<file path="src/rtl/audclk_pkg.sv">
// Shared types for the audio serial clock prescaler.
// Assumes: configuration is static while the generator runs.
package audclk_pkg;

    typedef enum logic {
        FMT_I2S = 1'b0,
        FMT_PCM = 1'b1
    } frame_fmt_e;

    typedef struct packed {
        frame_fmt_e fmt;      // frame format
        logic       wide;     // 1: 32-bit channel
        logic       mclk_on;  // master clock driven
        logic       odd;      // odd-extension of the divider
    } mode_cfg_t;

endpackage

</file>
<file path="src/rtl/audclk_prescaler.sv">
// Linear prescaler: divides the source clock by 2*div+odd, or by 2 when
// div < 2. The output is high for the first ceil(N/2) cycles of each
// period. rise_o pulses in the first high cycle.
// Assumes: div and odd are stable while run is high.
module audclk_prescaler #(
    parameter int DIV_W = 8
) (
    input  logic             clk,
    input  logic             rst_n,
    input  logic             run,
    input  logic [DIV_W-1:0] div,
    input  logic             odd,
    output logic             pre_clk_o,
    output logic             rise_o
);
    localparam int CNT_W = DIV_W + 1;

    logic [CNT_W-1:0] period;
    logic [CNT_W-1:0] hi_len;
    logic [CNT_W-1:0] cnt;

    // Purpose: period length and high-phase length from the divider.
    always_comb begin
        if (div >= DIV_W'(2)) begin
            period = {div, 1'b0} + CNT_W'(odd);
        end else begin
            period = CNT_W'(2);
        end
        hi_len = period - (period >> 1);
    end

    // Purpose: cycle counter and registered output phase.
    always_ff @(posedge clk) begin
        if (!rst_n || !run) begin
            cnt       <= '0;
            pre_clk_o <= 1'b0;
            rise_o    <= 1'b0;
        end else begin
            pre_clk_o <= (cnt < hi_len);
            rise_o    <= (cnt == '0);
            if (cnt == period - CNT_W'(1)) begin
                cnt <= '0;
            end else begin
                cnt <= cnt + CNT_W'(1);
            end
        end
    end

endmodule

</file>
<file path="src/rtl/audclk_bitdiv.sv">
// Bit-clock divider: counts prescaler rise ticks and produces a bit clock
// at 1/NARROW_DIV (16-bit channels) or 1/WIDE_DIV (32-bit channels) of the
// master clock rate, with a 50% duty cycle in master clock periods.
// Assumes: both ratios are even, and wide is stable while run is high.
module audclk_bitdiv #(
    parameter int NARROW_DIV = 8,
    parameter int WIDE_DIV   = 4
) (
    input  logic clk,
    input  logic rst_n,
    input  logic run,
    input  logic wide,
    input  logic tick_in,
    output logic bclk_o,
    output logic bclk_rise_o
);
    localparam int DW = $clog2(NARROW_DIV) + 1;

    logic [DW-1:0] ratio;
    logic [DW-1:0] dcnt;

    // Purpose: select the master-to-bit clock ratio.
    always_comb begin
        ratio = wide ? DW'(WIDE_DIV) : DW'(NARROW_DIV);
    end

    // Purpose: advance on each master clock rise and shape the bit clock.
    always_ff @(posedge clk) begin
        if (!rst_n || !run) begin
            dcnt        <= '0;
            bclk_o      <= 1'b0;
            bclk_rise_o <= 1'b0;
        end else if (tick_in) begin
            bclk_o      <= (dcnt < (ratio >> 1));
            bclk_rise_o <= (dcnt == '0);
            if (dcnt == ratio - DW'(1)) begin
                dcnt <= '0;
            end else begin
                dcnt <= dcnt + DW'(1);
            end
        end else begin
            bclk_rise_o <= 1'b0;
        end
    end

endmodule

</file>
<file path="src/rtl/audclk_framer.sv">
// Frame counter: counts bit-clock rises and emits a one-cycle strobe at
// the first bit of each frame. Frame length is SLOT_BITS or 2*SLOT_BITS
// per channel, times two channels in I2S or one channel in PCM.
// Assumes: bit_rise is a single-cycle pulse; format stable while run.
module audclk_framer
    import audclk_pkg::*;
#(
    parameter int SLOT_BITS = 16
) (
    input  logic       clk,
    input  logic       rst_n,
    input  logic       run,
    input  frame_fmt_e fmt,
    input  logic       wide,
    input  logic       bit_rise,
    output logic       frame_stb_o
);
    localparam int FW = $clog2(4 * SLOT_BITS) + 1;

    logic [FW-1:0] frame_len;
    logic [FW-1:0] fcnt;

    // Purpose: number of bit clocks per frame.
    always_comb begin
        frame_len = FW'(SLOT_BITS);
        if (wide) begin
            frame_len = frame_len << 1;
        end
        if (fmt == FMT_I2S) begin
            frame_len = frame_len << 1;
        end
    end

    // Purpose: bit position counter and frame-start strobe.
    always_ff @(posedge clk) begin
        if (!rst_n || !run) begin
            fcnt        <= '0;
            frame_stb_o <= 1'b0;
        end else if (bit_rise) begin
            frame_stb_o <= (fcnt == '0);
            if (fcnt == frame_len - FW'(1)) begin
                fcnt <= '0;
            end else begin
                fcnt <= fcnt + FW'(1);
            end
        end else begin
            frame_stb_o <= 1'b0;
        end
    end

endmodule

</file>
<file path="src/rtl/audio_clkgen.sv">
// Audio serial clock prescaler top: captures the configuration while
// disabled, runs a linear prescaler, and derives master clock, bit clock
// and frame strobe from it.
// Assumes: a single source clock; configuration inputs may change at any
// time but take effect only across a disable.
module audio_clkgen
    import audclk_pkg::*;
#(
    parameter int DIV_W      = 8,
    parameter int SLOT_BITS  = 16,
    parameter int NARROW_DIV = 8,
    parameter int WIDE_DIV   = 4
) (
    input  logic             clk_src,
    input  logic             rst_n,
    input  logic             gen_en,
    input  logic [DIV_W-1:0] div_val,
    input  logic             odd_ext,
    input  logic             mclk_en,
    input  logic             pcm_mode,
    input  logic             chan32,
    output logic             mclk_out,
    output logic             bclk_out,
    output logic             frame_stb
);
    mode_cfg_t        mode_q;
    logic [DIV_W-1:0] div_q;
    logic             pre_clk;
    logic             pre_rise;
    logic             bd_bclk;
    logic             bd_rise;
    logic             bit_rise;
    logic             bd_run;

    // Purpose: sample the configuration only while the generator is idle.
    always_ff @(posedge clk_src) begin
        if (!rst_n) begin
            mode_q <= '{fmt: FMT_I2S, wide: 1'b0, mclk_on: 1'b0, odd: 1'b0};
            div_q  <= '0;
        end else if (!gen_en) begin
            mode_q <= '{fmt: frame_fmt_e'(pcm_mode), wide: chan32,
                        mclk_on: mclk_en, odd: odd_ext};
            div_q  <= div_val;
        end
    end

    audclk_prescaler #(
        .DIV_W (DIV_W)
    ) u_pre (
        .clk       (clk_src),
        .rst_n     (rst_n),
        .run       (gen_en),
        .div       (div_q),
        .odd       (mode_q.odd),
        .pre_clk_o (pre_clk),
        .rise_o    (pre_rise)
    );

    // Purpose: the bit divider runs only when the master clock is driven.
    always_comb begin
        bd_run = gen_en && mode_q.mclk_on;
    end

    audclk_bitdiv #(
        .NARROW_DIV (NARROW_DIV),
        .WIDE_DIV   (WIDE_DIV)
    ) u_bit (
        .clk         (clk_src),
        .rst_n       (rst_n),
        .run         (bd_run),
        .wide        (mode_q.wide),
        .tick_in     (pre_rise),
        .bclk_o      (bd_bclk),
        .bclk_rise_o (bd_rise)
    );

    // Purpose: route prescaler output to master or bit clock by mode.
    always_comb begin
        if (mode_q.mclk_on) begin
            mclk_out = pre_clk;
            bclk_out = bd_bclk;
            bit_rise = bd_rise;
        end else begin
            mclk_out = 1'b0;
            bclk_out = pre_clk;
            bit_rise = pre_rise;
        end
    end

    audclk_framer #(
        .SLOT_BITS (SLOT_BITS)
    ) u_frm (
        .clk         (clk_src),
        .rst_n       (rst_n),
        .run         (gen_en),
        .fmt         (mode_q.fmt),
        .wide        (mode_q.wide),
        .bit_rise    (bit_rise),
        .frame_stb_o (frame_stb)
    );

endmodule

</file>
<file path="config.mk">
export PLATFORM = sky130hd
export DESIGN_NAME = audio_clkgen
export DESIGN_NICKNAME = d
export VERILOG_FILES = /design/src/rtl/audclk_pkg.sv /design/src/rtl/audclk_prescaler.sv /design/src/rtl/audclk_bitdiv.sv /design/src/rtl/audclk_framer.sv /design/src/rtl/audio_clkgen.sv
export SDC_FILE = /design/constraint.sdc
export NUM_CORES = 1
export LEC_CHECK = 0
export BUFFER_PORTS_ARGS = -buffer_cell sky130_fd_sc_hd__buf_2
export CAP_MARGIN = 20
export CORE_AREA = 2 2 56 110
export CTS_CLUSTER_DIAMETER = 120
export DETAILED_ROUTE_END_ITERATION = 8
export DIE_AREA = 0 0 58 112
export PLACE_DENSITY = 0.64
export SLEW_MARGIN = 20
export SYNTH_ARGS = -nofsm -noshare
export SYNTH_HDL_FRONTEND = slang
export SYNTH_SLANG_ARGS = --single-unit
</file>
<file path="constraint.sdc">
create_clock -name clk_src -period 5.2 [get_ports clk_src]
set_clock_uncertainty 0.2 [all_clocks]
set_input_delay 1.04 -clock clk_src [delete_from_list [all_inputs] [get_ports clk_src]]
set_output_delay 1.04 -clock clk_src [all_outputs]
set_load 0.02 [all_outputs]
</file>
==> summary.txt, run 1 <==
outcome: finished clean
worst path arrival time: 4.29 ns
vias in the first global route: 2,341
layout cells sized above 1: 9.97%
Max Cap Viol: 0
H-tree depth: 2
number of gates resized after CTS: 0
Routed WL: 6470 um
crit path kind: flip-flop to flip-flop
Worst R2R Start: div_q[1]
CTS root buf: clkbuf_16
synthesis-to-layout area growth: 10.8%
antenna violations before repair: 0
FP Rows: 39
Reg2Reg Setup Slack: 0.86 ns
final hold vios: 0
number of I/O pins: 18
# hold bufs at CTS: 0
crit-path max FO: 9
core area: 0.00566 mm^2
Design Power: 0.845 mW
Skew-Pair Late Insertion Delay: 0.28 ns
total global-route track usage: 21.3%
residual DRC count: 0
Yosys Warn Count: 0
number of CTS-inserted buffers: 5
Hold EP: u_bit.bclk_o
Distinct cells, synth: 49
Lkg Pwr: 1.29 nW
CTS tree: built
R2R Path End: u_pre.cnt[4]
hold path depth: 2
TNS Setup: 0 ns
DRT Pass-1 Iters: 4
Mapped Avg Cell Area: 8.43 um^2
crit path launch type: flip-flop
clk buf depth: 2
Highest Clock Rate: 231 MHz
number of antenna repair diodes: 0
Setup Buffers After CTS: 0
Port Buffers: 17
vias per inst: 5.74
per-cell routed wire length: 16.1 um
DRT iter0 DRCs: 69
EDFF count, synth: 0
power density cells: 282 mW/mm^2
Overflow after GRT: 0
Post-synth top flop: dfxtp_1
initial cell density of the core: 47.8%
RSZ-0062 raised after global routing: false
syn nets: 371
Sink Count: 37
DIE WIDTH: 58 um
CP endpoint kind: flip-flop
hold crit path type: flip-flop to flip-flop
worst hold slack: 0.273 ns
period utilization: 83.4%
largest net degree at the start of global routing: 14
GP Congestion: 0.948
FFs w/ async S/R, synth: 0%
Slew Limit Headroom: 43.5%
register bit total from synthesis: 37
final worst path period need: 4.34 ns
part of the Yosys area used for sequential elements: 27.4%
Slew Limit Fails: 0
Die Area: 0.00650 mm^2
Die Y-Extent: 112 um
Final nets: 390
Netlist Area Pre-Place: 0.00271 mm^2
post-DP HPWL: 5180 um
hold wc startpoint: u_bit.bclk_o
Max rail drop VDD: 0.301 mV
Worst R2R Path Depth: 12
Syn Inst Count: 321
first-pass GRT wire length: 10,600 um
WP data required: 5.15 ns
Slew @ Worst Pin: 0.840 ns
final antenna-violating net count: 0
Worst-path clk slew: 0.06 ns
Setup violations, final: 0
vias: 2,308
## cells in the mapped netlist (all sizes together) (3+ instances only)
cell type | n | share of area, %
nand2 | 26 | 3.6
ha | 35 | 16
nor2b | 17 | 3.9
nand4 | 5 | 1.2
mux2i | 14 | 5.2
or3 | 3 | 0.74
dfxtp | 37 | 27
o21ai | 9 | 1.7
nor4 | 5 | 1.2
mux2 | 3 | 1.2
xor2 | 16 | 5.2
nor3 | 7 | 1.3
nor2 | 30 | 4.2
a21oi | 15 | 2.8
nor3b | 5 | 1.4
inv | 25 | 3.5
clkbuf | 5 | 0.69
nand2b | 6 | 1.4
a211oi | 4 | 1.1
o211ai | 4 | 1.1
nand3 | 8 | 1.5
xnor2 | 11 | 3.6
and3 | 3 | 0.69
## final cells by class
type,instances,area [um^2]
fill,544,2660
clock inverter,3,21.3
sequential,37,741
multi-input combinational,253,1850
inverter,25,93.8
tap,61,76.3
timing repair buffer,18,92.6
clock buffer,5,125
## layout by cell type (no fill, tap or decap), drive strengths merged, types with 3 or more instances in the layout
cell / instances
a21oi: 15
dfxtp: 37
nand4: 5
mux2: 3
nor4: 5
nand2b: 6
nor2b: 17
inv: 26
mux2i: 14
o211ai: 4
clkbuf: 5
nor2: 30
nand3: 8
nor3b: 5
a211oi: 4
nor3: 7
nand2: 26
and3: 3
or3: 3
xor2: 16
ha: 35
xnor2: 11
o21ai: 9
buf: 18
## worst max-delay path, stage by stage (launching register included)
cell       delay, ns
dfxtp_1         0.37
or4_4           0.58
o21ai_0         0.51
nor2_1          0.13
ha_1            0.21
a211oi_1        0.22
buf_4           0.18
nor3_1          0.08
or3_1           0.39
a2111oi_2       0.38
o2111ai_1       0.23
o41ai_4         0.62
nor2_1          0.10
## state kept, by name (all words and copies together) (netlist names)
| name | cells |
|---|---|
| u_frm.fcnt | 7 |
| div_q | 8 |
| u_bit.dcnt | 4 |
| u_pre.rise_o | 1 |
| u_bit.bclk_o | 1 |
| mode_q | 4 |
| u_pre.pre_clk_o | 1 |
| u_frm.frame_stb_o | 1 |
| u_pre.cnt | 9 |
| u_bit.bclk_rise_o | 1 |
## worst max path at each step
stage,startpoint,endpoint,slack (ns)
after CTS,div_q[1],u_pre.cnt[7],0.85
after floorplan,div_q[1],u_pre.cnt[2],1.23
after detailed placement,div_q[1],u_pre.cnt[7],0.85
after global routing,div_q[1],u_pre.cnt[6],0.59
final,div_q[1],u_pre.cnt[4],0.86
after global placement,div_q[1],u_pre.cnt[5],0.89
## metal layers
metal	part of all wire, %	global-route usage [%]
met5	0	0
met4	5.7	13.8
met3	2.9	3.02
met2	56	40.5
met1	36	19.9
## kinds of logic (layout without fill, tap and decap cells)
logic type / after synthesis / count (layout) / share of synthesized area, %
XOR/XNOR: 27 / 27 / 8.73
adder cells (fa/ha/maj): 35 / 35 / 16.2
AO/OA/AOI/OAI: 52 / 52 / 13.9
flip-flops: 37 / 37 / 27.4
buffers and inverters: 31 / 51 / 4.30
multiplexers: 17 / 17 / 6.42
AND/OR/NAND/NOR: 122 / 122 / 23.2
## power by group
part,switching [mW],internal (mW)
Clock,0.123,0.178
Combinational,0.137,0.101
Sequential,0.0133,0.293
Total,0.274,0.572
## metrics by stage
step	setup slack, ns	utilization, %	instances	area [um^2]
2_1_floorplan	1.23	-	321	2710
3_3_place_gp	0.889	50.4	394	2850
3_5_place_dp	0.850	50.4	394	2850
4_1_cts	0.852	53.0	402	3000
5_1_grt	0.594	53.0	402	3000
6_report	0.865	53.0	402	3000
Note: power is estimated with default switching activity, not from simulation.
==> run 2: changes to the inputs <==
- clock period: 5.2 -> 4.2 ns (I/O delays scaled with it)
==> run 2 against run 1 <==
Global-route usage is 0.087 points lower. Register-to-register slack worse by 0.63 ns. Flip-flop and latch count unchanged. Sequential power up 24%. Final cell count rose by 1.0%. Highest routed layer unchanged. Wire length is 0.15% higher. Non-clock buffer count up 4. Total power up 39%. Clock power is 65% higher. Final area up 3.0%. Clock-buffer cell count did not move.
==> summary.txt, run 2 (same netlist as run 1, synthesis figures left out) <==
most common cell after layout, fill and taps aside: dfxtp_1 (unchanged)
number of antenna repair diodes: 0 (unchanged)
vias in the first global route: 2,367 (was 2,341)
antenna violations before repair: 0 (unchanged)
post-placement worst setup slack: 0.119 ns (was 0.850 ns)
total global-route track usage: 21.3% (about the same)
Die Y-Extent: 112 um (unchanged)
Lkg Pwr: 1.34 nW (was 1.29 nW)
Skew-Pair Late Insertion Delay: 0.28 ns (about the same)
largest net degree at the start of global routing: 14 (unchanged)
Port Buffers: 17 (unchanged)
part of the power in registers: 32.1% (was 36.2%)
CTS root buf: clkbuf_16 (unchanged)
synthesis-to-layout area growth: 14.1% (was 10.8%)
Reg2Reg Setup Slack: 0.24 ns (was 0.86 ns)
Clock power frac: 42.3% (was 35.7%)
DRT Pass-1 Iters: 4 (unchanged)
layout cells sized above 1: 11.6% (was 9.97%)
WP data required: 4.15 ns (was 5.15 ns)
Final Cell Area: 0.00309 mm^2 (was 0.00300 mm^2)
number of CTS-inserted buffers: 5 (unchanged)
Die Area: 0.00650 mm^2 (unchanged)
Sink Count: 37 (unchanged)
Gate power share: 25.6% (was 28.1%)
Max rail drop VDD: 0.347 mV (was 0.301 mV)
Switching Share: 28.9% (was 32.4%)
final worst path period need: 3.96 ns (was 4.34 ns)
vias: 2,325 (was 2,308)
Overflow after GRT: 0 (unchanged)
crit path kind: flip-flop to flip-flop (unchanged)
Slew Limit Fails: 0 (unchanged)
Slew Limit Headroom: 50.6% (was 43.5%)
CP endpoint kind: flip-flop (unchanged)
power density cells: 381 mW/mm^2 (was 282 mW/mm^2)
clk buf depth: 2 (unchanged)
DIE WIDTH: 58 um (unchanged)
worst path arrival time: 3.92 ns (was 4.29 ns)
DP Area: 0.00288 mm^2 (was 0.00285 mm^2)
Slew @ Worst Pin: 0.734 ns (was 0.840 ns)
Internal Power: 0.837 mW (was 0.572 mW)
Setup Buffers After CTS: 0 (unchanged)
final antenna-violating net count: 0 (unchanged)
Highest Clock Rate: 252 MHz (was 231 MHz)
vias per inst: 5.73 (was 5.74)
setup ws final: 0.236 ns (was 0.865 ns)
Max Cap Viol: 0 (unchanged)
Top reg by flops: u_pre.cnt (unchanged)
per-cell routed wire length: 15.9 um (was 16.1 um)
crit path launch type: flip-flop (unchanged)
Routed WL: 6480 um (was 6470 um)
residual DRC count: 0 (unchanged)
number of I/O pins: 18 (unchanged)
Fillers: 541 (was 544)
CTS tree: built (unchanged)
# hold bufs at CTS: 0 (unchanged)
GP Congestion: 0.902 (was 0.948)
NetSw: 0.340 mW (was 0.274 mW)
number of flip-flops under the largest register name: 9 (unchanged)
initial cell density of the core: 47.8% (unchanged)
RSZ-0062 raised after global routing: false (unchanged)
Setup violations, final: 0 (unchanged)
final hold vios: 0 (unchanged)
period utilization: 94.4% (was 83.4%)
core area: 0.00566 mm^2 (unchanged)
FP Rows: 39 (unchanged)
hold crit path type: flip-flop to flip-flop (unchanged)
TNS Setup: 0 ns (unchanged)
outcome: finished clean (unchanged)
DRT iter0 DRCs: 64 (was 69)
first-pass GRT wire length: 10,700 um (was 10,600 um)
largest registers: u_pre.cnt x9, div_q x8, u_frm.fcnt x7 (unchanged)
Worst-path clk slew: 0.06 ns (about the same)
Final nets: 394 (was 390)
H-tree depth: 2 (unchanged)
post-DP HPWL: 5130 um (was 5180 um)
crit-path max FO: 8 (was 9)
commonest cells after routing, fill and taps aside: dfxtp_1, ha_1, nor2_1 (unchanged)
run 2: worst max-delay path, stage by stage (launching register included):
cell	delay (ns)
dfxtp_1	0.37
or4_4	0.58
o21ai_0	0.23
nor2_1	0.09
ha_1	0.28
inv_1	0.05
ha_1	0.21
o41ai_2	0.44
a211oi_2	0.16
a21oi_1	0.17
o21bai_1	0.09
xnor2_1	0.14
ha_1	0.21
or4_1	0.48
o311ai_0	0.12
run 2: path summary, 6_finish.rpt:
path | start | cells past startpoint | endpoint
setup / recovery | div_q[1] | 14 | u_pre.pre_clk_o
hold / removal | u_bit.bclk_o | 2 | u_bit.bclk_o
setup reg to reg | div_q[1] | 14 | u_pre.pre_clk_o
hold reg to reg | u_bit.bclk_o | 2 | u_bit.bclk_o
run 2: stage by stage:
| step | utilization, % | hold WS, ns | instances | total power, mW |
|---|---|---|---|---|
| floorplan | - | 0.247 | 321 | 0.602 |
| CTS | 54.4 | 0.277 | 406 | 1.18 |
| detailed placement | 51.0 | 0.270 | 398 | 0.681 |
| global placement | 51.0 | 0.260 | 398 | 0.675 |
| finish | 54.6 | 0.276 | 406 | 1.18 |
| global route | 54.6 | 0.320 | 406 | 1.24 |
run 2: power groups by stage:
| stage | sequential [mW] | combinational, mW | clock, mW |
|---|---|---|---|
| 4_1_cts | 0.378 | 0.298 | 0.506 |
| 6_report | 0.378 | 0.301 | 0.498 |
| 3_3_place_gp | 0.386 | 0.290 | 0 |
| 2_1_floorplan | 0.380 | 0.222 | 0 |
| 3_5_place_dp | 0.386 | 0.295 | 0 |
| 5_1_grt | 0.380 | 0.336 | 0.523 |
run 2: routing by layer:
layer  part of all wire, %  global-route usage (%)  routed length, um
met4                   3.9                    11.9                253
met2                    57                    40.4               3680
met5                     0                       0                  0
met1                    37                    20.6               2380
met3                   2.5                    2.90                159
run 2: final cells by class:
| cell class | count | area, um^2 | share of cell area (%) |
|---|---|---|---|
| Multi-Input combinational cell | 253 | 1860 | 60.3 |
| Inverter | 25 | 93.8 | 3.04 |
| Clock buffer | 5 | 125 | 4.05 |
| Sequential cell | 37 | 741 | 24.0 |
| Clock inverter | 3 | 68.8 | 2.23 |
| Tap cell | 61 | 76.3 | 2.47 |
| Timing Repair Buffer | 22 | 123 | 3.97 |
run 2: what timing repair did:
action	4_1_cts	5_1_grt
gates resized for setup	0	2
endpoints found under the setup margin	0	1
endpoints found under the hold margin	0	0
==> run 3: changes to the inputs <==
- CORE_AREA: 2 2 56 110 -> 2 2 71 140
- DIE_AREA: 0 0 58 112 -> 0 0 73 142
- PLACE_DENSITY: 0.64 -> 0.43
==> run 3 against run 2 <==
Total power down 4.7%. Non-clock buffer count up 3. Highest routed layer unchanged. Largest cell class unchanged. Wire length up 6.8%. Final cell count up 11%.
==> summary.txt, run 3 (same netlist as run 1, synthesis figures left out) <==
outcome: finished clean (unchanged)
hold path depth: 2 (unchanged)
Lkg Pwr: 1.34 nW (about the same)
number of gates resized after CTS: 0 (unchanged)
Final nets: 397 (was 394)
Reg2Reg Setup Slack: 0.24 ns (about the same)
Finished Layout Cells: 452 (was 406)
GP Congestion: 0.853 (was 0.902)
final hold vios: 0 (unchanged)
Slew Limit Headroom: 48.6% (was 50.6%)
synthesis-to-layout area growth: 15.5% (was 14.1%)
Sink Count: 37 (unchanged)
Design Power: 1.12 mW (was 1.18 mW)
vias per inst: 5.04 (was 5.73)
post-placement worst setup slack: 0.252 ns (was 0.119 ns)
antenna violations before repair: 0 (unchanged)
Skew-Pair Late Insertion Delay: 0.29 ns (was 0.28 ns)
crit-path max FO: 6 (was 8)
vias: 2,280 (was 2,325)
Highest Clock Rate: 252 MHz (about the same)
Worst R2R Path Depth: 14 (unchanged)
DRT iter0 DRCs: 130 (was 64)
crit path launch type: flip-flop (unchanged)
Setup Buffers After CTS: 0 (unchanged)
CTS tree: built (unchanged)
DP Area: 0.00296 mm^2 (was 0.00288 mm^2)
final worst path period need: 3.96 ns (about the same)
hold wc startpoint: u_bit.bclk_o (unchanged)
TNS Setup: 0 ns (unchanged)
number of I/O pins: 18 (unchanged)
R2R Path End: u_pre.pre_clk_o (unchanged)
initial cell density of the core: 29.0% (was 47.8%)
Final Cell Area: 0.00313 mm^2 (was 0.00309 mm^2)
number of antenna repair diodes: 0 (unchanged)
Max rail drop VDD: 0.149 mV (was 0.347 mV)
residual DRC count: 0 (unchanged)
number of flip-flops under the largest register name: 9 (unchanged)
Port Buffers: 17 (unchanged)
per-cell routed wire length: 15.3 um (was 15.9 um)
commonest cells after routing, fill and taps aside: dfxtp_1, ha_1, nor2_1 (unchanged)
Worst R2R Start: div_q[3] (was div_q[1])
Routed WL: 6920 um (was 6480 um)
period utilization: 94.4% (about the same)
Overflow after GRT: 0 (unchanged)
total global-route track usage: 14.2% (was 21.3%)
DIE WIDTH: 73 um (was 58 um)
DRT Pass-1 Iters: 4 (unchanged)
RSZ-0062 raised after global routing: false (unchanged)
largest registers: u_pre.cnt x9, div_q x8, u_frm.fcnt x7 (unchanged)
worst path arrival time: 3.95 ns (was 3.92 ns)
hold crit path type: flip-flop to flip-flop (unchanged)
post-DP HPWL: 5620 um (was 5130 um)
setup ws final: 0.235 ns (was 0.236 ns)
placed cells: 444 (was 398)
Hold EP: u_bit.bclk_o (unchanged)
Slew Limit Fails: 0 (unchanged)
Die Area: 0.0104 mm^2 (was 0.00650 mm^2)
WP data required: 4.19 ns (was 4.15 ns)
core area: 0.00932 mm^2 (was 0.00566 mm^2)
Top reg by flops: u_pre.cnt (unchanged)
FP Rows: 50 (was 39)
CP Launch Point: div_q[3] (was div_q[1])
power density cells: 359 mW/mm^2 (was 381 mW/mm^2)
first-pass GRT wire length: 11,200 um (was 10,700 um)
Setup violations, final: 0 (unchanged)
final antenna-violating net count: 0 (unchanged)
Max Cap Viol: 0 (unchanged)
clk buf depth: 2 (unchanged)
number of CTS-inserted buffers: 5 (unchanged)
H-tree depth: 2 (unchanged)
largest net degree at the start of global routing: 14 (unchanged)
CP endpoint kind: flip-flop (unchanged)
CTS root buf: clkbuf_16 (unchanged)
layout cells sized above 1: 11.5% (was 11.6%)
most common cell after layout, fill and taps aside: dfxtp_1 (unchanged)
Slew @ Worst Pin: 0.765 ns (was 0.734 ns)
vias in the first global route: 2,293 (was 2,367)
Worst-path clk slew: 0.06 ns (about the same)
# hold bufs at CTS: 0 (unchanged)
Die Y-Extent: 142 um (was 112 um)
crit path kind: flip-flop to flip-flop (unchanged)
==> run 3: changes by cell type in the layout (fill, tap and decap cells not counted), sizes merged <==
| cell | change |
|---|---|
| buf | +3 |
| bufinv | -1 |
| clkbuf | +1 |
| clkinv | +1 |
| inv | -1 |
==> run 3: worst max-delay path by stage <==
stage	end
2_1_floorplan	u_pre.cnt[2]
3_3_place_gp	u_pre.pre_clk_o
3_5_place_dp	u_pre.pre_clk_o
4_1_cts	u_pre.pre_clk_o
5_1_grt	u_pre.pre_clk_o
6_report	u_pre.pre_clk_o
==> run 3: final cells by class <==
class / instances / area (um^2)
inverters: 25 / 93.8
flip-flops and latches: 37 / 741
clock buffers: 6 / 129
fillers: 997 / 6190
well taps: 104 / 130
clock inverters: 2 / 38.8
multi-input cells: 253 / 1850
repair buffers: 25 / 145
==> run 3: power breakdown <==
group	switching [mW]	internal, mW	leakage, nW
Clock	0.161	0.282	0.0810
Combinational	0.170	0.132	0.956
Sequential	0.0148	0.362	0.301
Total	0.346	0.776	1.34
==> run 3: layer usage <==
layer,vias to the layer above,track usage [%],wire [um],share of wire (%)
met4,0,7.12,245,3.5
met3,11,1.98,114,1.6
met5,-,0,0,0
li1,1176,-,-,-
met2,32,27.1,3880,56
met1,1061,14.2,2680,39
==> run 3: critical path: stages (launching register included) <==
cell	delay, ns
dfxtp_1	0.38
or4_4	0.53
o21ai_0	0.23
nor2_1	0.09
ha_1	0.27
inv_1	0.05
ha_1	0.21
o41ai_1	0.52
a211oi_1	0.20
a21oi_1	0.21
o21bai_1	0.10
xnor2_1	0.14
ha_1	0.20
or4_1	0.46
o311ai_0	0.09
==> run 3: stage by stage <==
step	util, %	hold slack [ns]
after floorplan	-	0.247
after CTS	33.6	0.286
after detailed placement	31.8	0.278
final	33.6	0.277
after global routing	33.6	0.301
after global placement	31.8	0.270
